$ cat src/rtl/cnt_pkg.sv
package cnt_pkg;

  localparam int STAGE_W = 4;

  typedef enum logic [1:0] {
    OP_CLEAR = 2'd0,
    OP_LOAD  = 2'd1,
    OP_COUNT = 2'd2,
    OP_HOLD  = 2'd3
  } stage_op_e;

  // Fixed priority: clear, then load, then count, then hold.
  function automatic stage_op_e decode_op(input logic clr_n, input logic load_n,
                                          input logic en_par, input logic en_trk);
    stage_op_e op;
    if (!clr_n)                op = OP_CLEAR;
    else if (!load_n)          op = OP_LOAD;
    else if (en_par && en_trk) op = OP_COUNT;
    else                       op = OP_HOLD;
    return op;
  endfunction

endpackage

$ cat src/rtl/cnt_stage.sv
module cnt_stage
  import cnt_pkg::*;
#(
  parameter int W = STAGE_W
) (
  input  logic         clk,
  input  logic         rst,
  input  logic         clr_n,
  input  logic         load_n,
  input  logic         en_par,
  input  logic         en_trk,
  input  logic [W-1:0] din,
  output logic [W-1:0] q,
  output logic         tc
);

  localparam logic [W-1:0] ALL_ONES = {W{1'b1}};
  localparam logic [W-1:0] ONE      = {{(W-1){1'b0}}, 1'b1};

  stage_op_e op;

  always_comb begin
    op = decode_op(clr_n, load_n, en_par, en_trk);
  end

  always_ff @(posedge clk) begin
    if (rst) begin
      q <= '0;
    end else begin
      unique case (op)
        OP_CLEAR: q <= '0;
        OP_LOAD:  q <= din;
        OP_COUNT: q <= q + ONE;
        default:  q <= q;
      endcase
    end
  end

  assign tc = en_trk && (q == ALL_ONES);

  AST_RESET_ZERO: assert property (@(posedge clk) rst |=> q == '0);
  AST_CLEAR_WINS: assert property (@(posedge clk) disable iff (rst)
    !clr_n |=> q == '0);
  AST_LOAD_TAKES: assert property (@(posedge clk) disable iff (rst)
    (clr_n && !load_n) |=> q == $past(din));
  AST_STAGE_INC: assert property (@(posedge clk) disable iff (rst)
    (clr_n && load_n && en_par && en_trk) |=> q == $past(q) + ONE);
  AST_HOLD_STILL: assert property (@(posedge clk) disable iff (rst)
    (clr_n && load_n && !(en_par && en_trk)) |=> $stable(q));
  AST_TC_FULL: assert property (@(posedge clk) disable iff (rst)
    tc |-> (q == ALL_ONES && en_trk));

endmodule

$ cat src/rtl/cnt_chain.sv
module cnt_chain
  import cnt_pkg::*;
#(
  parameter int NUM_STAGES = 3
) (
  input  logic                          clk,
  input  logic                          rst,
  input  logic                          clr_n,
  input  logic                          load_n,
  input  logic                          en_par,
  input  logic                          en_trk,
  input  logic [NUM_STAGES*STAGE_W-1:0] din,
  output logic [NUM_STAGES*STAGE_W-1:0] q,
  output logic                          tc_out
);

  localparam int TOTAL_W = NUM_STAGES * STAGE_W;

  logic [NUM_STAGES:0] trk;

  assign trk[0] = en_trk;

  for (genvar k = 0; k < NUM_STAGES; k++) begin : g_stage
    cnt_stage #(.W(STAGE_W)) u_stage (
      .clk    (clk),
      .rst    (rst),
      .clr_n  (clr_n),
      .load_n (load_n),
      .en_par (en_par),
      .en_trk (trk[k]),
      .din    (din[k*STAGE_W +: STAGE_W]),
      .q      (q[k*STAGE_W +: STAGE_W]),
      .tc     (trk[k+1])
    );
  end

  assign tc_out = trk[NUM_STAGES];

  AST_CHAIN_WRAP: assert property (@(posedge clk) disable iff (rst)
    (clr_n && load_n && en_par && en_trk && q == {TOTAL_W{1'b1}}) |=> q == '0);
  AST_CHAIN_TC: assert property (@(posedge clk) disable iff (rst)
    tc_out |-> (en_trk && q == {TOTAL_W{1'b1}}));

endmodule

$ cat src/rtl/casc_counter.sv
module casc_counter
  import cnt_pkg::*;
#(
  parameter int NUM_STAGES = 3
) (
  input  logic                          clk,
  input  logic                          rst,
  input  logic                          clr_n,
  input  logic                          load_n,
  input  logic                          div_en,
  input  logic                          en_par,
  input  logic                          en_trk,
  input  logic [NUM_STAGES*STAGE_W-1:0] preset,
  output logic [NUM_STAGES*STAGE_W-1:0] count,
  output logic                          term_cnt
);

  logic load_eff_n;

  // Divider mode: the final terminal count forces a reload of the preset.
  assign load_eff_n = load_n && !(div_en && term_cnt);

  cnt_chain #(.NUM_STAGES(NUM_STAGES)) u_chain (
    .clk    (clk),
    .rst    (rst),
    .clr_n  (clr_n),
    .load_n (load_eff_n),
    .en_par (en_par),
    .en_trk (en_trk),
    .din    (preset),
    .q      (count),
    .tc_out (term_cnt)
  );

  AST_DIV_RELOAD: assert property (@(posedge clk) disable iff (rst)
    (div_en && clr_n && term_cnt) |=> count == $past(preset));
  AST_DIV_CLEAR: assert property (@(posedge clk) disable iff (rst)
    (div_en && !clr_n && term_cnt) |=> count == '0);

endmodule

$ cat config.mk
export PLATFORM = sky130hd
export DESIGN_NAME = casc_counter
export DESIGN_NICKNAME = d
export VERILOG_FILES = /design/src/rtl/cnt_pkg.sv /design/src/rtl/cnt_stage.sv /design/src/rtl/cnt_chain.sv /design/src/rtl/casc_counter.sv
export SDC_FILE = /design/constraint.sdc
export NUM_CORES = 1
export LEC_CHECK = 0
export ABC_AREA = 0
export BUFFER_PORTS_ARGS = -buffer_cell sky130_fd_sc_hd__buf_2
export CELL_PAD_IN_SITES_DETAIL_PLACEMENT = 1
export CELL_PAD_IN_SITES_GLOBAL_PLACEMENT = 1
export CORE_MARGIN = 2
export CORE_UTILIZATION = 35
export DETAILED_ROUTE_END_ITERATION = 12
export GPL_TIMING_DRIVEN = 0
export PLACE_DENSITY = 0.84
export SETUP_SLACK_MARGIN = 0.05
export SLEW_MARGIN = 20
export SYNTH_ARGS = -nofsm -noshare
export SYNTH_HDL_FRONTEND = slang
export SYNTH_SLANG_ARGS = --single-unit
$ cat constraint.sdc
create_clock -name clk -period 2.6 [get_ports clk]
set_clock_uncertainty 0.05 [all_clocks]
set_input_delay 0.52 -clock clk [delete_from_list [all_inputs] [get_ports clk]]
set_output_delay 0.52 -clock clk [all_outputs]
set_load 0.005 [all_outputs]
* After elaboration in Yosys (flattened, before gate mapping)
Index checks and enable logic that the tools add are counted.
Word-level totals: bits in registers 12, output and inout port bits 13, logic and storage cells 42
Cells by class: add/subtract/negate cells 3, eq/ne operators 9, muxes and demuxes 12, reductions and logical operators 15
Operators with widths (number):
- one-hot mux 4 bit (3 select lines) | 3
- adder 4 x 1 -> 4 bit (second input constant) | 3
- == test 4 bit (second input constant) | 3
- 2-to-1 mux 2 bit | 6
- nonzero test 3 bit | 3
- logical AND 1 bit | 8
- == test 2 x 1 -> 1 bit (second input constant) | 3
- == test 2 bit (second input constant) | 3
- zero test 2 bit | 3
- 2-to-1 mux 1 bit | 3
- zero test 1 bit | 1

* Logic depth before layout (Yosys ltp)
Gate-level depths: netlist (run 1).
word-level depth 11, gate-level depth with buffers 9, mapped depth without buffers 8

* Cells and area by module
Synthesis (run 1) repeated with hierarchy kept, for this count alone.
Second synthesis, totals: cells, all modules 91, area, all modules 810.8 um2
By module, submodules not included:
- cnt_stage | times used 3, cells an instance 30, area each 266.5 um2, seq. area each 80.1 um2
- casc_counter | times used 1, cells an instance 1, area each 11.3 um2, seq. area each 0.0 um2

* Least setup slack after synthesis (run 1)
Ideal clock, no wire load.
kind flip-flop to flip-flop, start point register u_chain.g_stage[0].u_stage.q[0], end point register u_chain.g_stage[2].u_stage.q[3], data arrival time 2.262 ns, data required time 2.476 ns, slack 0.214 ns, cell stages (with the launch flop) 9, buffers on the path 0, period minus slack after synthesis 2.386 ns, path through dfxtp_1 ha_1 nand3_1 nor4_4 nor2_1 ha_1 nor3b_1 or3b_1 a31oi_1
On the way: cells in the longest elaborated chain, start to end 11, elaborated cells on any way between the ends 16, those cells by class eq/ne: 3; mux: 4; reduce/logical: 9
RTL lines:
- start: declaration | line cnt_stage.sv:13 | output logic [W-1:0] q,
- start signal: assignment | line cnt_stage.sv:32 | OP_LOAD: q <= din;
- start signal: assignment | line cnt_stage.sv:33 | OP_COUNT: q <= q + ONE;
- start signal: assignment | line cnt_stage.sv:34 | default: q <= q;
- == test 4 bit (*) | line cnt_stage.sv:39 | assign tc = en_trk && (q == ALL_ONES);
- logical AND 1 bit (*) (2 in a row) | line cnt_stage.sv:39
- logical AND 1 bit | line cnt_stage.sv:39
- logical AND 1 bit | line casc_counter.sv:21 | assign load_eff_n = load_n && !(div_en && term_cnt);
- zero test 1 bit | line casc_counter.sv:21
- logical AND 1 bit | line casc_counter.sv:21
- 2-to-1 mux 2 bit (*) | line cnt_pkg.sv:17 | else if (!load_n) op = OP_LOAD;
- 2-to-1 mux 2 bit (*) | line cnt_pkg.sv:16 | if (!clr_n) op = OP_CLEAR;
- == test 2 bit (tied with other cells) | line cnt_stage.sv:30 | unique case (op)
- one-hot mux 4 bit (3 select lines) or nonzero test 3 bit (tied branches)
- end signal: assignment | line cnt_stage.sv:32
- end signal: assignment | line cnt_stage.sv:33
- end signal: assignment | line cnt_stage.sv:34
- end: declaration | line cnt_stage.sv:13
Mark *: on every way between the ends. The rest lies on a longest branch, timed or not. A chain may end at the register's enable or synchronous reset.

* Final worst setup path (run 1)
start point register u_chain.g_stage[0].u_stage.q[0], end point register u_chain.g_stage[1].u_stage.q[3]
On the way: cells in the longest elaborated chain, start to end 11, elaborated cells on any way between the ends 16, those cells by class eq/ne: 3; mux: 4; reduce/logical: 9
RTL lines (line):
- == test 4 bit (*) | cnt_stage.sv:39
- logical AND 1 bit (*) | cnt_stage.sv:39
- logical AND 1 bit (2 in a row) | cnt_stage.sv:39
- logical AND 1 bit | casc_counter.sv:21
- zero test 1 bit | casc_counter.sv:21
- logical AND 1 bit | casc_counter.sv:21
- 2-to-1 mux 2 bit (*) | cnt_pkg.sv:17
- 2-to-1 mux 2 bit (*) | cnt_pkg.sv:16
- == test 2 bit (tied with other cells) | cnt_stage.sv:30
- one-hot mux 4 bit (3 select lines) or nonzero test 3 bit (tied branches)
- end signal: assignment | cnt_stage.sv:32
- end signal: assignment | cnt_stage.sv:33
- end signal: assignment | cnt_stage.sv:34
- end: declaration | cnt_stage.sv:13
Marked as above.

==> results.yml, run 1 <==
synthesis:
  netlist_area_um2: 928
  synth-warning-count: 0
  post_synth_inst_count: 106
  yosys_register_bits: 12
  ys_types: 33
  mapped_avg_cell_area_um2: 8.76
  synth_nets: 137
  synth.yosys.seq_area_share: 0.259
global_route:
  grt_remaining_overflow: 0
  antenna_found_initial: 0
  grt_first_pass_wirelength_mm: 4.71
  maximum_number_of_pins_on_one_net_before_global_route_repair: 11
  grt.total_usage: 0.187
  via_count_of_the_first_global_routing_pass: 1014
clock_tree:
  ctsHoldBuffers: 0
  clk_transition_reported_paths_ns: 0.08
  clock_insertion_delay_worst_skew_ns: 0.27
  cts-buffers-inserted: 3
  sinks_on_clock_net: 12
  tritoncts_clock_tree: "built"
  cts-htree-levels: 1
  largest_buffer_count_on_any_clock_path: 2
  clock_tree.root_cell: "sky130_fd_sc_hd__clkbuf_4"
worst_setup_path:
  reg2reg_setup_slack_ns: 0.15
  cp.required_ns: 2.75
  crit_family: "simple AND/OR/NAND/NOR gates"
  timing.critical_path.slowest_stage_cell: "sky130_fd_sc_hd__dfxtp_4"
  timing.setup.critical_path_class: "reg2reg"
  cp.buffers_inverters: 1
  worstSetupEndpointType: "flop"
  slowest_delay_ns: 0.38
  cp_data_arrival_time_ns: 2.60
  critical_path.max_fanout: 5
  critical_path.startpoint_type: "flop"
  critical_path.cell_chain: "ha_4 -> nand3_4 -> nor4_4 -> buf_4 -> o31ai_1 -> ha_1 -> nor3b_2 -> or3b_1 -> a31oi_1"
floorplan:
  num_rows: 18
  core-area_um2: 2500
  initial_core_util: 0.371
  pin_count: 32
  die_y_extent_um: 55.5
  die_area_um2: 3080
  dieWidth_um: 55.5
route:
  via_per_inst: 5.62
  wirelength_routed_mm: 2.81
  dr.pass1.iters: 4
  routedWlPerCell_um: 16.2
  detailroute.via_count: 972
  first_iter_violations: 26
  final_antenna_net_count: 0
  remaining_drc_errors: 0
cells_and_area:
  footprint_of_the_flip_flops_and_latches_um2: 263
  multiInputGateArea_um2: 731
  final_instance_area_um2: 1250
  largest_registers: "u_chain.g_stage.u_stage.q x12"
  finished_layout_cells: 173
  max_flop_register: "u_chain.g_stage.u_stage.q"
  post_route_cells_drive_above_1_share: 0.434
  flow.area_growth_from_synthesis_pct: 35.0
  antennaDiodeCount: 0
  largest_register_ff_count: 12
  filler_cell_count: 305
  nNetsFinal: 176
power_and_ir_drop:
  power_per_cell_area_nw_per_um2: 327
  peakVddDrop_v: 0.000236
  power.static_leakage_nw: 0.496
placement:
  routabilityCongestion: 0.804
  place_inst: 167
  placedInstanceArea_um2: 1120
  port_buffers: 31
  dp.final_hpwl_mm: 2.12
timing:
  final_max_slew_viol_count: 0
  fin_crit_sh: 0.944
  grt_setup_unrepaired: "no"
  setup_violations: 0
  final-hold-violation-count: 0
  tightestPinTransition_ns: 0.517
  timing.final.crit_period_ns: 2.45
  max-slew-margin-rel: 0.655
  clock.fmax_ghz: 0.408
min_path:
  holdCritPathClass: "in2reg"
run:
  max_cap_viol_count: 0
status:
  outcome: "finished clean"
## worst reg2reg max path: cells and delay by family (launching register included)
family | cells | cell delay [ns]
flip-flops | 1 | 0.38
adder cells (fa/ha/maj) | 2 | 0.52
AND/OR/NAND/NOR | 4 | 1.06
AO/OA/AOI/OAI | 2 | 0.18
buffers and inverters | 1 | 0.19
## power by group
group	switching (mW)	internal [mW]	total [mW]
registers	0.00921	0.187	0.196
logic	0.0504	0.0473	0.0978
clock network	0.0632	0.0536	0.117
## path summary, 6_finish.rpt
| path | startpoint | end | cells after the start |
|---|---|---|---|
| setup / recovery | u_chain.g_stage[0].u_stage.q[0] | u_chain.g_stage[1].u_stage.q[3] | 9 |
| hold / removal | rst | u_chain.g_stage[1].u_stage.q[2] | 2 |
| setup reg to reg | u_chain.g_stage[0].u_stage.q[0] | u_chain.g_stage[1].u_stage.q[3] | 9 |
| hold reg to reg | u_chain.g_stage[1].u_stage.q[0] | u_chain.g_stage[1].u_stage.q[0] | 2 |
## synthesized netlist by cell type, drive strengths merged
cell     n  area (um^2)
a211o    1         10.0
a21oi    6         30.0
o21a     1         7.51
clkbuf   1         3.75
nand3b   2         15.0
a22oi    3         22.5
o31a     2         17.5
nor4     1         21.3
and4bb   2         25.0
dfxtp   12          240
nand4b   3         26.3
a22o     2         17.5
or2      2         12.5
ha      12          150
nand4    1         6.26
nand2b   1         6.26
nand3    8         40.0
a31oi    6         37.5
and2     2         12.5
or3      1         7.51
nor2b    2         12.5
nor3b    6         50.1
or3b     3         26.3
o21ai    6         30.0
nor2     7         26.3
o31ai    2         15.0
nand2    6         22.5
inv      2         7.51
buf      1         11.3
a32oi    2         17.5
## area by class of cell
type / count / share of cell area
buffer: 2 / 0.0120
clock buffer: 3 / 0.0180
inverter: 2 / 0.00599
multi-input combinational: 90 / 0.583
sequential: 12 / 0.210
tap: 30 / 0.0299
timing repair buffer: 34 / 0.142
## logic make-up (layout without fill, tap and decap cells)
family                     after synthesis  count (layout)  synth area share
adders and majority gates               12              12             0.162
AOI/OAI and AO/OA                       31              31             0.221
and+or+nand+nor                         47              47             0.334
DFF                                     12              12             0.259
buffers and inverters                    4              41            0.0243
## routing by layer
metal	vias to the layer above	wire length, um	GRT usage
met4	0	25	0.0244
met1	461	1250	0.231
li1	484	-	-
met2	25	1410	0.330
met5	-	0	0
met3	2	122	0.0515
## metrics by stage
stage	hold slack [ns]	TNS, ns	setup WS (ns)	utilization	power (mW)
5_1_grt	0.387	0	0.0423	0.502	0.436
4_1_cts	0.374	0	0.0488	0.470	0.415
2_1_floorplan	0.433	0	0.214	-	0.256
3_3_place_gp	0.437	-0.00123	-0.00123	0.448	0.289
3_5_place_dp	0.444	-0.301	-0.103	0.448	0.294
6_report	0.384	0	0.147	0.502	0.410
## placed cells by master (no fill, tap or decap), types with 4 or more instances in the layout
cell and n:
sky130_fd_sc_hd__a21oi_1 6, sky130_fd_sc_hd__a31oi_1 6, sky130_fd_sc_hd__buf_2 31, sky130_fd_sc_hd__dfxtp_1 6, sky130_fd_sc_hd__dfxtp_4 6, sky130_fd_sc_hd__ha_1 6
sky130_fd_sc_hd__ha_2 4, sky130_fd_sc_hd__nand2_1 6, sky130_fd_sc_hd__nand3_1 6, sky130_fd_sc_hd__nor2_1 6, sky130_fd_sc_hd__o21ai_0 6
## repair_timing
action | CTS | global route
resized for setup | 8 | 18
pin swaps | 3 | 4
buffers inserted | 1 | 2
setup endpoints to repair | 5 | 10
(Power assumes the default switching activity.)
==> run 2: changes to the inputs <==
Settings changed: PLACE_DENSITY 0.84 to 0.85, REMOVE_ABC_BUFFERS from default to 1, SLEW_MARGIN 20 to default.
==> run 2 against run 1 <==
  * Combinational power is 17% higher
  * Sequential power hardly changed
  * Final cell count is 2.9% higher
  * Non-clock buffer count is 5 higher
  * Clock power hardly changed
  * Core utilization is 3.2 points higher
  * First-iteration DRC count is 31% lower
  * Sequential share of layout area is 2.0 points lower
  * Global-route usage is 0.34 points higher
  * Flip-flop and latch count stayed put
  * Hold slack better by 0.056 ns
  * Die area stayed put
  * Critical path type unchanged
==> results.yml, run 2 (synthesis gave the netlist of run 1 again) <==
cells_and_area:
  largest_register_ff_count: 12
  largest_registers: "u_chain.g_stage.u_stage.q x12"
  max_flop_register: "u_chain.g_stage.u_stage.q"
  finished_layout_cells: 178
  flow.area_growth_from_synthesis_pct: 43.7
  footprint_of_the_flip_flops_and_latches_um2: 253
  post_route_cells_drive_above_1_share: 0.480
  layout.cells.most_common_list: "sky130_fd_sc_hd__buf_2, sky130_fd_sc_hd__buf_4, sky130_fd_sc_hd__nand3_1"
  nNetsFinal: 181
  multiInputGateArea_um2: 783
  layout_commonest_cell: "sky130_fd_sc_hd__buf_2"
  antennaDiodeCount: 0
  final_instance_area_um2: 1330
  filler_cell_count: 308
route:
  detailroute.via_count: 1015
  routedWlPerCell_um: 17.7
  wirelength_routed_mm: 3.15
  dr.pass1.iters: 4
  via_per_inst: 5.70
  first_iter_violations: 18
  remaining_drc_errors: 0
  final_antenna_net_count: 0
worst_setup_path:
  cp_data_arrival_time_ns: 2.70
  slowest_delay_ns: 0.41
  worstSetupEndpointType: "flop"
  critical_path.cell_chain: "ha_4 -> nand4_1 -> nor4_4 -> buf_4 -> o21a_1 -> ha_2 -> and4bb_2 -> a31oi_1 -> a21oi_1"
  critical_path.startpoint_type: "flop"
  timing.critical_path.slowest_stage_cell: "sky130_fd_sc_hd__nor4_4"
  cp.required_ns: 2.71
  critical_path.reg2reg.startpoint: "u_chain.g_stage[2].u_stage.q[1]"
  timing.setup.critical_path_class: "reg2reg"
  timing.rr.end: "u_chain.g_stage[0].u_stage.q[2]"
  crit_family: "simple AND/OR/NAND/NOR gates"
  reg2reg_setup_slack_ns: 0.01
  endpoint: "u_chain.g_stage[0].u_stage.q[2]"
  cp.buffers_inverters: 1
  r2r.worst_path.cells: 9
  critical_path.startpoint: "u_chain.g_stage[2].u_stage.q[1]"
  critical_path_cell_count: 9
  critical_path.max_fanout: 9
clock_tree:
  clock_tree.root_cell: "sky130_fd_sc_hd__clkbuf_4"
  clock_insertion_delay_worst_skew_ns: 0.28
  largest_buffer_count_on_any_clock_path: 2
  clk_transition_reported_paths_ns: 0.08
  ctsHoldBuffers: 0
  cts-buffers-inserted: 3
  sinks_on_clock_net: 12
  cts-htree-levels: 1
  tritoncts_clock_tree: "built"
floorplan:
  dieWidth_um: 55.5
  pin_count: 32
  die_area_um2: 3080
  num_rows: 18
  core-area_um2: 2500
  die_y_extent_um: 55.5
  initial_core_util: 0.371
global_route:
  grt_first_pass_wirelength_mm: 4.76
  antenna_found_initial: 0
  maximum_number_of_pins_on_one_net_before_global_route_repair: 13
  via_count_of_the_first_global_routing_pass: 1026
  grt_remaining_overflow: 0
  grt.total_usage: 0.190
timing:
  setup_violations: 0
  fin_crit_sh: 0.996
  timing.final.crit_period_ns: 2.59
  clock.fmax_ghz: 0.386
  hold-worst-slack_ns: 0.440
  final-hold-violation-count: 0
  setup_total_negative_slack_ns: 0
  final_max_slew_viol_count: 0
  max-slew-margin-rel: 0.686
  tightestPinTransition_ns: 0.470
  grt_setup_unrepaired: "yes"
placement:
  routabilityCongestion: 0.807
  place_inst: 165
  placedInstanceArea_um2: 1110
  port_buffers: 31
  dp.final_hpwl_mm: 2.14
run:
  max_cap_viol_count: 0
power_and_ir_drop:
  finalPower_mw: 0.433
  power_per_cell_area_nw_per_um2: 324
  peakVddDrop_v: 0.000213
  power.static_leakage_nw: 0.528
min_path:
  holdCritPathClass: "reg2reg"
status:
  outcome: "finished clean"
==> run 2: changes by cell type in the layout (fill, tap and decap cells not counted), sizes merged <==
cell,change
buf,+6
clkbuf,-1
==> run 2: how the worst min path moves through the flow <==
| stage | depth (start not counted) | from | end |
|---|---|---|---|
| after global placement | 2 | u_chain.g_stage[0].u_stage.q[1] | u_chain.g_stage[0].u_stage.q[1] |
| after detailed placement | 2 | u_chain.g_stage[1].u_stage.q[0] | u_chain.g_stage[1].u_stage.q[0] |
| after global routing | 2 | u_chain.g_stage[1].u_stage.q[0] | u_chain.g_stage[1].u_stage.q[0] |
| after floorplan | 2 | u_chain.g_stage[0].u_stage.q[1] | u_chain.g_stage[0].u_stage.q[1] |
| final | 2 | u_chain.g_stage[1].u_stage.q[0] | u_chain.g_stage[1].u_stage.q[0] |
| after CTS | 2 | u_chain.g_stage[0].u_stage.q[0] | u_chain.g_stage[0].u_stage.q[0] |
==> run 2: final cells by class <==
type | count | area share
timing repair buffer | 41 | 0.173
inverter | 2 | 0.00563
sequential | 12 | 0.189
tap | 30 | 0.0281
multi-input combinational | 90 | 0.587
clock buffer | 3 | 0.0169
==> run 2: worst register-to-register path, delay by kind of cell, from the launching register on <==
kind            cells  cell delay (ns)
flops               1             0.37
simple gates        3             0.88
buf+inv             1             0.20
fa+ha+maj           2             0.46
compound gates      3             0.52
==> run 2: per-layer routing <==
metal,vias to the layer above,share of wire,global-route usage
li1,495,-,-
met1,485,0.42,0.230
met2,28,0.53,0.333
met3,7,0.035,0.0492
met4,0,0.014,0.0488
met5,-,0,0
==> run 2: report_power, final <==
part | switching [mW] | internal, mW | leakage [nW]
registers | 0.00887 | 0.189 | 0.101
clock network | 0.0663 | 0.0537 | 0.0138
logic | 0.0577 | 0.0566 | 0.414
total | 0.133 | 0.300 | 0.528
==> run 2: through the flow <==
stage	setup slack (ns)	utilization
2_1_floorplan	0.214	-
3_3_place_gp	-0.0272	0.442
3_5_place_dp	-0.160	0.442
4_1_cts	0.0303	0.466
5_1_grt	-0.0990	0.534
6_report	0.0102	0.534
==> run 2: what timing repair did <==
item | in CTS | in global routing
endpoints found under the setup margin | 5 | 10
resized for setup | 6 | 23
setup buffers | 2 | 8
pin swaps | 1 | 7
